**src/rtl/disp_id_pkg.sv**
```systemverilog
package disp_id_pkg;

  localparam int SIG_BYTES = 8;

  typedef enum logic [1:0] {
    ST_GOOD      = 2'd0,
    ST_BAD_SIG   = 2'd1,
    ST_BAD_SUM   = 2'd2,
    ST_NO_TIMING = 2'd3
  } parse_status_e;

  typedef struct packed {
    logic [15:0] pclk;
    logic [11:0] h_act;
    logic [11:0] h_blk;
    logic [11:0] v_act;
    logic [11:0] v_blk;
    logic [9:0]  h_off;
    logic [9:0]  h_wid;
    logic [5:0]  v_off;
    logic [5:0]  v_wid;
    logic        vs_pos;
    logic        hs_pos;
  } video_mode_t;

  // expected signature byte at a position inside the first SIG_BYTES bytes
  function automatic logic [7:0] sig_byte(input int unsigned pos);
    return (pos == 0 || pos == SIG_BYTES - 1) ? 8'h00 : 8'hFF;
  endfunction

  // 12-bit size whose high nibble sits in the upper half of a packed byte
  function automatic logic [11:0] join_upper_nib(input logic [7:0] pk, input logic [7:0] lo);
    return {pk[7:4], lo};
  endfunction

  // 12-bit size whose high nibble sits in the lower half of a packed byte
  function automatic logic [11:0] join_lower_nib(input logic [7:0] pk, input logic [7:0] lo);
    return {pk[3:0], lo};
  endfunction

  function automatic logic [9:0] join_ten(input logic [1:0] hi, input logic [7:0] lo);
    return {hi, lo};
  endfunction

  function automatic logic [5:0] join_six(input logic [1:0] hi, input logic [3:0] lo);
    return {hi, lo};
  endfunction

  // returns {vsync positive, hsync positive}
  function automatic logic [1:0] sync_polarity(input logic [7:0] flags);
    return (flags[4:3] == 2'b11) ? {flags[2], flags[1]} : 2'b00;
  endfunction

endpackage

```
**src/rtl/disp_id_byte_tracker.sv**
```systemverilog
module disp_id_byte_tracker
  import disp_id_pkg::*;
#(
  parameter int BLOCK_LEN = 128
) (
  input  logic                         clk,
  input  logic                         rst_n,
  input  logic                         start,
  input  logic                         in_valid,
  input  logic [7:0]                   in_byte,
  output logic [$clog2(BLOCK_LEN)-1:0] idx,
  output logic                         beat_accept,
  output logic                         last_beat,
  output logic [7:0]                   sum_final,
  output logic                         sig_bad_final
);
  localparam int IDX_W = $clog2(BLOCK_LEN);

  logic       armed;
  logic [7:0] sum_q;
  logic       sig_bad_q;
  logic       sig_miss;

  assign beat_accept   = in_valid && armed && !start;
  assign last_beat     = beat_accept && (idx == IDX_W'(BLOCK_LEN - 1));
  assign sum_final     = sum_q + in_byte;
  assign sig_miss      = beat_accept && (idx < IDX_W'(SIG_BYTES)) &&
                         (in_byte != sig_byte(int'(idx)));
  assign sig_bad_final = sig_bad_q || sig_miss;

  always_ff @(posedge clk or negedge rst_n) begin
    if (!rst_n) begin
      armed     <= 1'b1;
      idx       <= '0;
      sum_q     <= '0;
      sig_bad_q <= 1'b0;
    end else if (start) begin
      armed     <= 1'b1;
      idx       <= '0;
      sum_q     <= '0;
      sig_bad_q <= 1'b0;
    end else if (beat_accept) begin
      sum_q     <= sum_final;
      sig_bad_q <= sig_bad_final;
      if (last_beat) begin
        armed <= 1'b0;
        idx   <= '0;
      end else begin
        idx <= idx + 1'b1;
      end
    end
  end

endmodule

```
**src/rtl/disp_id_desc_capture.sv**
```systemverilog
module disp_id_desc_capture #(
  parameter int BLOCK_LEN  = 128,
  parameter int DESC_BASE  = 54,
  parameter int DESC_LEN   = 18,
  parameter int DESC_COUNT = 4
) (
  input  logic                         clk,
  input  logic                         rst_n,
  input  logic                         clear,
  input  logic                         beat_accept,
  input  logic [$clog2(BLOCK_LEN)-1:0] idx,
  input  logic [7:0]                   in_byte,
  output logic [DESC_LEN*8-1:0]        desc_flat,
  output logic                         locked
);
  localparam int IDX_W    = $clog2(BLOCK_LEN);
  localparam int DESC_END = DESC_BASE + DESC_LEN * DESC_COUNT;

  logic [7:0]       stage [DESC_LEN];
  logic [IDX_W-1:0] rel;
  logic [IDX_W-1:0] offs;
  logic             in_desc;
  logic             cap;
  logic             slot_end;

  assign rel      = idx - IDX_W'(DESC_BASE);
  assign offs     = rel % IDX_W'(DESC_LEN);
  assign in_desc  = (idx >= IDX_W'(DESC_BASE)) && (idx < IDX_W'(DESC_END));
  assign cap      = beat_accept && !locked && in_desc;
  assign slot_end = cap && (offs == IDX_W'(DESC_LEN - 1));

  for (genvar g = 0; g < DESC_LEN; g++) begin : g_stage
    always_ff @(posedge clk or negedge rst_n) begin
      if (!rst_n)                          stage[g] <= '0;
      else if (clear)                      stage[g] <= '0;
      else if (cap && offs == IDX_W'(g))   stage[g] <= in_byte;
    end
    assign desc_flat[g*8 +: 8] = stage[g];
  end

  // a slot is taken once its last byte is in and its first two are not both zero
  always_ff @(posedge clk or negedge rst_n) begin
    if (!rst_n)                                          locked <= 1'b0;
    else if (clear)                                      locked <= 1'b0;
    else if (slot_end && ((stage[0] | stage[1]) != 8'h00)) locked <= 1'b1;
  end

endmodule

```
**src/rtl/disp_id_field_build.sv**
```systemverilog
module disp_id_field_build
  import disp_id_pkg::*;
#(
  parameter int DESC_LEN = 18
) (
  input  logic [DESC_LEN*8-1:0] desc_flat,
  output video_mode_t           mode
);
  logic [7:0] db [DESC_LEN];
  logic [1:0] pol;
  logic       unused_filler;

  for (genvar g = 0; g < DESC_LEN; g++) begin : g_bytes
    assign db[g] = desc_flat[g*8 +: 8];
  end

  assign pol           = sync_polarity(db[17]);
  assign unused_filler = ^{db[12], db[13], db[14], db[15], db[16]};

  always_comb begin
    mode        = '0;
    mode.pclk   = {db[1], db[0]};
    mode.h_act  = join_upper_nib(db[4], db[2]);
    mode.h_blk  = join_lower_nib(db[4], db[3]);
    mode.v_act  = join_upper_nib(db[7], db[5]);
    mode.v_blk  = join_lower_nib(db[7], db[6]);
    mode.h_off  = join_ten(db[11][7:6], db[8]);
    mode.h_wid  = join_ten(db[11][5:4], db[9]);
    mode.v_off  = join_six(db[11][3:2], db[10][7:4]);
    mode.v_wid  = join_six(db[11][1:0], db[10][3:0]);
    mode.vs_pos = pol[1];
    mode.hs_pos = pol[0];
  end

endmodule

```
**src/rtl/disp_id_timing_parser.sv**
```systemverilog
module disp_id_timing_parser
  import disp_id_pkg::*;
#(
  parameter int BLOCK_LEN  = 128,
  parameter int DESC_BASE  = 54,
  parameter int DESC_LEN   = 18,
  parameter int DESC_COUNT = 4
) (
  input  logic        clk,
  input  logic        rst_n,
  input  logic        start,
  input  logic        in_valid,
  input  logic [7:0]  in_byte,
  output logic        done,
  output logic [1:0]  err_code,
  output logic [15:0] pix_clk_10k,
  output logic [11:0] h_active,
  output logic [11:0] h_blank,
  output logic [11:0] v_active,
  output logic [11:0] v_blank,
  output logic [9:0]  h_sync_off,
  output logic [9:0]  h_sync_wid,
  output logic [5:0]  v_sync_off,
  output logic [5:0]  v_sync_wid,
  output logic        vsync_pos,
  output logic        hsync_pos
);
  localparam int IDX_W = $clog2(BLOCK_LEN);

  logic [IDX_W-1:0]      idx;
  logic                  beat_accept;
  logic                  last_beat;
  logic [7:0]            sum_final;
  logic                  sig_bad_final;
  logic [DESC_LEN*8-1:0] desc_flat;
  logic                  locked;
  video_mode_t           built;
  video_mode_t           mode_q;
  parse_status_e         status_now;
  parse_status_e         status_q;
  logic                  done_q;

  disp_id_byte_tracker #(.BLOCK_LEN(BLOCK_LEN)) u_track (
    .clk          (clk),
    .rst_n        (rst_n),
    .start        (start),
    .in_valid     (in_valid),
    .in_byte      (in_byte),
    .idx          (idx),
    .beat_accept  (beat_accept),
    .last_beat    (last_beat),
    .sum_final    (sum_final),
    .sig_bad_final(sig_bad_final)
  );

  disp_id_desc_capture #(
    .BLOCK_LEN (BLOCK_LEN),
    .DESC_BASE (DESC_BASE),
    .DESC_LEN  (DESC_LEN),
    .DESC_COUNT(DESC_COUNT)
  ) u_cap (
    .clk        (clk),
    .rst_n      (rst_n),
    .clear      (start),
    .beat_accept(beat_accept),
    .idx        (idx),
    .in_byte    (in_byte),
    .desc_flat  (desc_flat),
    .locked     (locked)
  );

  disp_id_field_build #(.DESC_LEN(DESC_LEN)) u_build (
    .desc_flat(desc_flat),
    .mode     (built)
  );

  // priority: signature, then sum, then presence of a timing
  always_comb begin
    if (sig_bad_final)          status_now = ST_BAD_SIG;
    else if (sum_final != 8'h00) status_now = ST_BAD_SUM;
    else if (!locked)           status_now = ST_NO_TIMING;
    else                        status_now = ST_GOOD;
  end

  always_ff @(posedge clk or negedge rst_n) begin
    if (!rst_n) begin
      done_q   <= 1'b0;
      status_q <= ST_GOOD;
      mode_q   <= '0;
    end else begin
      done_q <= last_beat;
      if (last_beat) begin
        status_q <= status_now;
        mode_q   <= (status_now == ST_GOOD) ? built : '0;
      end
    end
  end

  assign done        = done_q;
  assign err_code    = status_q;
  assign pix_clk_10k = mode_q.pclk;
  assign h_active    = mode_q.h_act;
  assign h_blank     = mode_q.h_blk;
  assign v_active    = mode_q.v_act;
  assign v_blank     = mode_q.v_blk;
  assign h_sync_off  = mode_q.h_off;
  assign h_sync_wid  = mode_q.h_wid;
  assign v_sync_off  = mode_q.v_off;
  assign v_sync_wid  = mode_q.v_wid;
  assign vsync_pos   = mode_q.vs_pos;
  assign hsync_pos   = mode_q.hs_pos;

endmodule

```
**config.mk**
```make
export PLATFORM = sky130hd
export DESIGN_NAME = disp_id_timing_parser
export DESIGN_NICKNAME = d
export VERILOG_FILES = /design/src/rtl/disp_id_pkg.sv /design/src/rtl/disp_id_byte_tracker.sv /design/src/rtl/disp_id_desc_capture.sv /design/src/rtl/disp_id_field_build.sv /design/src/rtl/disp_id_timing_parser.sv
export SDC_FILE = /design/constraint.sdc
export NUM_CORES = 1
export LEC_CHECK = 0
export BUFFER_PORTS_ARGS = -buffer_cell sky130_fd_sc_hd__buf_4
export CAP_MARGIN = 20
export CORE_MARGIN = 2
export CORE_UTILIZATION = 35
export CTS_BUF_LIST = sky130_fd_sc_hd__clkbuf_4 sky130_fd_sc_hd__clkbuf_8
export DETAILED_ROUTE_END_ITERATION = 8
export HOLD_SLACK_MARGIN = 0.12
export PLACE_DENSITY = 0.63
export SKIP_LAST_GASP = 1
export SLEW_MARGIN = 15
export SYNTH_ARGS = -nofsm -noshare
export SYNTH_HDL_FRONTEND = slang
export SYNTH_SLANG_ARGS = --single-unit
```
**constraint.sdc**
```tcl
create_clock -name clk -period 7.8 [get_ports clk]
set_input_delay 0 -clock clk [delete_from_list [all_inputs] [get_ports clk]]
set_output_delay 0 -clock clk [all_outputs]
set_load 0.05 [all_outputs]
```
==> results.md <==
* Final antenna diode count at 0
* Sequential fraction of the synthesis area at 55.4%
* Fill cells at 2623
* Worst Setup Start Kind: flop
* Synthesis-to-layout area growth at 22.4%
* Worst slew margin relative to its limit at 25.5%
* Critical path's slowest cell: sky130_fd_sc_hd__a221oi_2
* Cell area after synthesis at 9900 µm²
* Hold-fix buffer count after cts at 18
* Net total in the final layout at 1017
* Post-synthesis cell count at 873
* Via count of the first global-routing pass at approximately 7200
* Largest fanout of any net on the critical path at 17
* Std cell rows at 61
* Worst vdd ir at around 110 µV
* Aggregate negative setup slack at 0 ns
* Biggest area consumer among synthesized cells: sky130_fd_sc_hd__dfrtp_1
* Signal arrival time at the worst endpoint at between 5 and 6 ns
* Fin. Hold Viols at 0
* Area of the placeable core at 27900 µm²
* Weighted congestion reported at the end of routability-driven placement at 0.910
* Number of remaining DRC errors at 0
* Cell area reported after detailed placement at about 11000 µm²
* Via count at 7403
* Leading cell type in the layout, fill and taps excluded: sky130_fd_sc_hd__dfrtp_1
* Initial Util at between 30% and 40%
* Global-route wire length before repair at 40600 µm
* Average cell area after synthesis at 11.3 µm²
* Final critical-path share of the clock period at 68.2%
* Cell area after layout at 12100 µm²
* Die outline height at 172 µm
* Cells resized by post-CTS repair at 0
* Sort of element at the end of the critical path: flop
* Synth top area cells: sky130_fd_sc_hd__dfrtp_1 (55%), sky130_fd_sc_hd__a22o_1 (8.8%), sky130_fd_sc_hd__mux2i_1 (8.6%)
* All-Layer GR Usage at approximately 18%
* Capture point of the worst reg-to-reg path: u_cap.desc_flat[32]
* Setup repair after global routing missed its margin: false
* Boundary pin count at roughly 110
* Peak Freq at 188 MHz
* Number of buffers created by CTS at 38
* H-tree Lvls at 2
* Hold/Removal Path Class: in -> reg
* Clk_skew at 0.0104 ns
* Initial DRT Pass Iterations at 5
* Post-CTS Setup Bufs at 0
* Leakage at 6.17 nW
* Port Buffers at between 100 and 150
* Worst setup path endpoint: u_cap.desc_flat[32]
* Critical path required time at 8.27 ns
* Number of setup violations in the final report at 0
* Antenna-violating nets left at 0
* Setup slack on the worst flop-to-flop path at around 2.5 ns
* Status: finished, final reports clean
* Pins over their slew limit at 0
* Synthesized net count at 900
* Cell chain of the critical path: ha_1, nor2b_1, o21ai_1, a21o_1, a21boi_2, nor2_2, nor2_1, ha_1, nand2b_1, a21oi_1, a2bb2oi_1, a221oi_2, o21ai_0, a21oi_1, dlygate4sd3_1
* Final critical delay including setup and external delays at 5.32 ns
* Clock Tree Buf Depth at 3
* Startpoint of the most critical setup path: u_track.idx[1]
* Primary flip-flop cell chosen by synthesis mapping: sky130_fd_sc_hd__dfrtp_1
* Remaining Overflow, GRT at 0
* Die outline width at roughly 170 µm
* Fraction of synthesis flops using an asynchronous set or reset pin at 100%
* First DRT Iteration DRCs at 567
* Highest-count cells in the layout ignoring fill and taps: sky130_fd_sc_hd__dfrtp_1 (218), sky130_fd_sc_hd__nand2_1 (129), sky130_fd_sc_hd__buf_4 (116), sky130_fd_sc_hd__a22o_1 (99), sky130_fd_sc_hd__mux2i_1 (85)
* Routed wire length at 25700 µm
* Count of distinct cell types in the synthesized netlist at 72
* Sum of net half-perimeters after detailed placement at 15900 µm
* Clock Pin Slew Worst Setup and Hold Paths at 0.06 ns
* Largest stage delay on the critical path at 0.94 ns
* Critical path class: reg -> reg
* Total number of clock tree sinks at around 220
* Depth of the worst register-to-register path at 15
* Share of cells above drive strength 1 at between 20% and 30%
* Root Buffer: sky130_fd_sc_hd__clkbuf_8
* Startpoint of the worst register-to-register path: u_track.idx[1]
* Average wire per standard cell at 18.4 µm
* Hold slack at approximately 0.35 ns
* Drt via density at 5.30
* Power per unit of standard cell area at 203 nW/µm²
* Maximum number of pins on one net before global-route repair at 101
* Maximum Capacitance Violations at 0
* Clock latency on the worst-skew pair at 0.53 ns
* YS warnings at 0
* Die footprint at 29700 µm²
* Fraction of synthesized cell area taken by the top area cell type at between 50% and 60%
* TritonCTS clock tree: done
* Post-synth EDFFs at 0
* Register bit total from synthesis at 219
* Worst-margin pin slew at roughly 1.1 ns
* Antenna violations before repair at 0
## area by class of cell
type | instances | area (µm²) | area share [%]
clock buffers | 61 | 739 | 6.10
clock inverters | 7 | 119 | 0.980
inverters | 16 | 60.1 | 0.495
multi-input cells | 579 | 4140 | 34.1
flip-flops and latches | 219 | 5480 | 45.2
well taps | 378 | 473 | 3.90
repair buffers | 136 | 1110 | 9.17
## cells by family after synthesis
kind of cell / count (synthesis) / share of synthesized area [%]
adder cells (fa/ha/maj): 15 / 1.97
flip-flops: 219 / 55.4
buffers and inverters: 75 / 3.06
XOR/XNOR: 18 / 1.74
AO/OA/AOI/OAI: 217 / 17.5
AND/OR/NAND/NOR: 243 / 11.7
multiplexers: 86 / 8.71
## where the power goes
group	leakage, nW	switching [W]	internal [W]
Sequential	3.05	0.00000576	0.00114
Clock	0.448	0.000464	0.000702
Combinational	2.67	0.000100	0.0000433
## state kept, by name (all words and copies together), names as in the netlist, 2 cells and up
name and flops:
pix_clk_10k 16, h_sync_wid 10, u_cap.desc_flat 100, err_code 2, v_active 12, h_active 12, u_track.sum_q 8, h_sync_off 10
v_sync_wid 6, v_blank 12, v_sync_off 6, h_blank 12, u_track.idx 7
## layer usage
| layer | vias up | wire (µm) | global-route usage, % | share of wire (%) |
|---|---|---|---|---|
| li1 | 3434 | - | - | - |
| met1 | 3730 | 12600 | 26.0 | 49 |
| met2 | 204 | 11400 | 26.4 | 44 |
| met3 | 35 | 1320 | 3.18 | 5.2 |
| met4 | 0 | 385 | 4.79 | 1.5 |
| met5 | - | 0 | 0 | 0 |
## metrics by stage
step                instances  utilization, %  total power, W  setup WS [ns]
floorplan                 873               -         0.00125           4.12
global placement         1309            39.6         0.00131           3.24
detailed placement       1309            39.6         0.00131           3.16
CTS                      1395            43.4         0.00249           2.67
global route             1396            43.5         0.00255           2.14
finish                   1396            43.5         0.00246           2.48
## Yosys cell counts (all sizes together) (3+ instances only)
cell and n:
a211oi 3, a21o 6, a21oi 31, a22o 99, a22oi 3, a2bb2oi 3
a311oi 3, a31o 16, a31oi 4, and2 5, and3 3, buf 16
clkbuf 43, dfrtp 218, ha 14, inv 16, mux2i 85, nand2 131
nand2b 7, nand3 13, nand3b 3, nand4 4, nor2 27, nor3 29
nor4 10, o211ai 3, o21a 3, o21ai 23, o21bai 3, or4 5
xnor2 12, xor2 6
## worst max-delay path: cells and delay by family, from the launching register on
kind | cells | cell delay, ns
and+or+nand+nor | 4 | 0.56
DFF | 1 | 0.70
buffers and inverters | 1 | 0.56
adders and majority gates | 2 | 0.99
AOI/OAI and AO/OA | 8 | 2.44
## worst min-delay path by stage
stage                          start                   to  depth (start not counted)
after floorplan                rst_n                 done                          0
after global placement         rst_n  u_cap.desc_flat[80]                          1
after detailed placement       rst_n  u_cap.desc_flat[80]                          1
after CTS                 in_byte[2]  u_cap.desc_flat[82]                          4
after global routing      in_byte[2]  u_cap.desc_flat[82]                          4
final                     in_byte[2]  u_cap.desc_flat[82]                          4
Power figures use the tool's default switching activity.
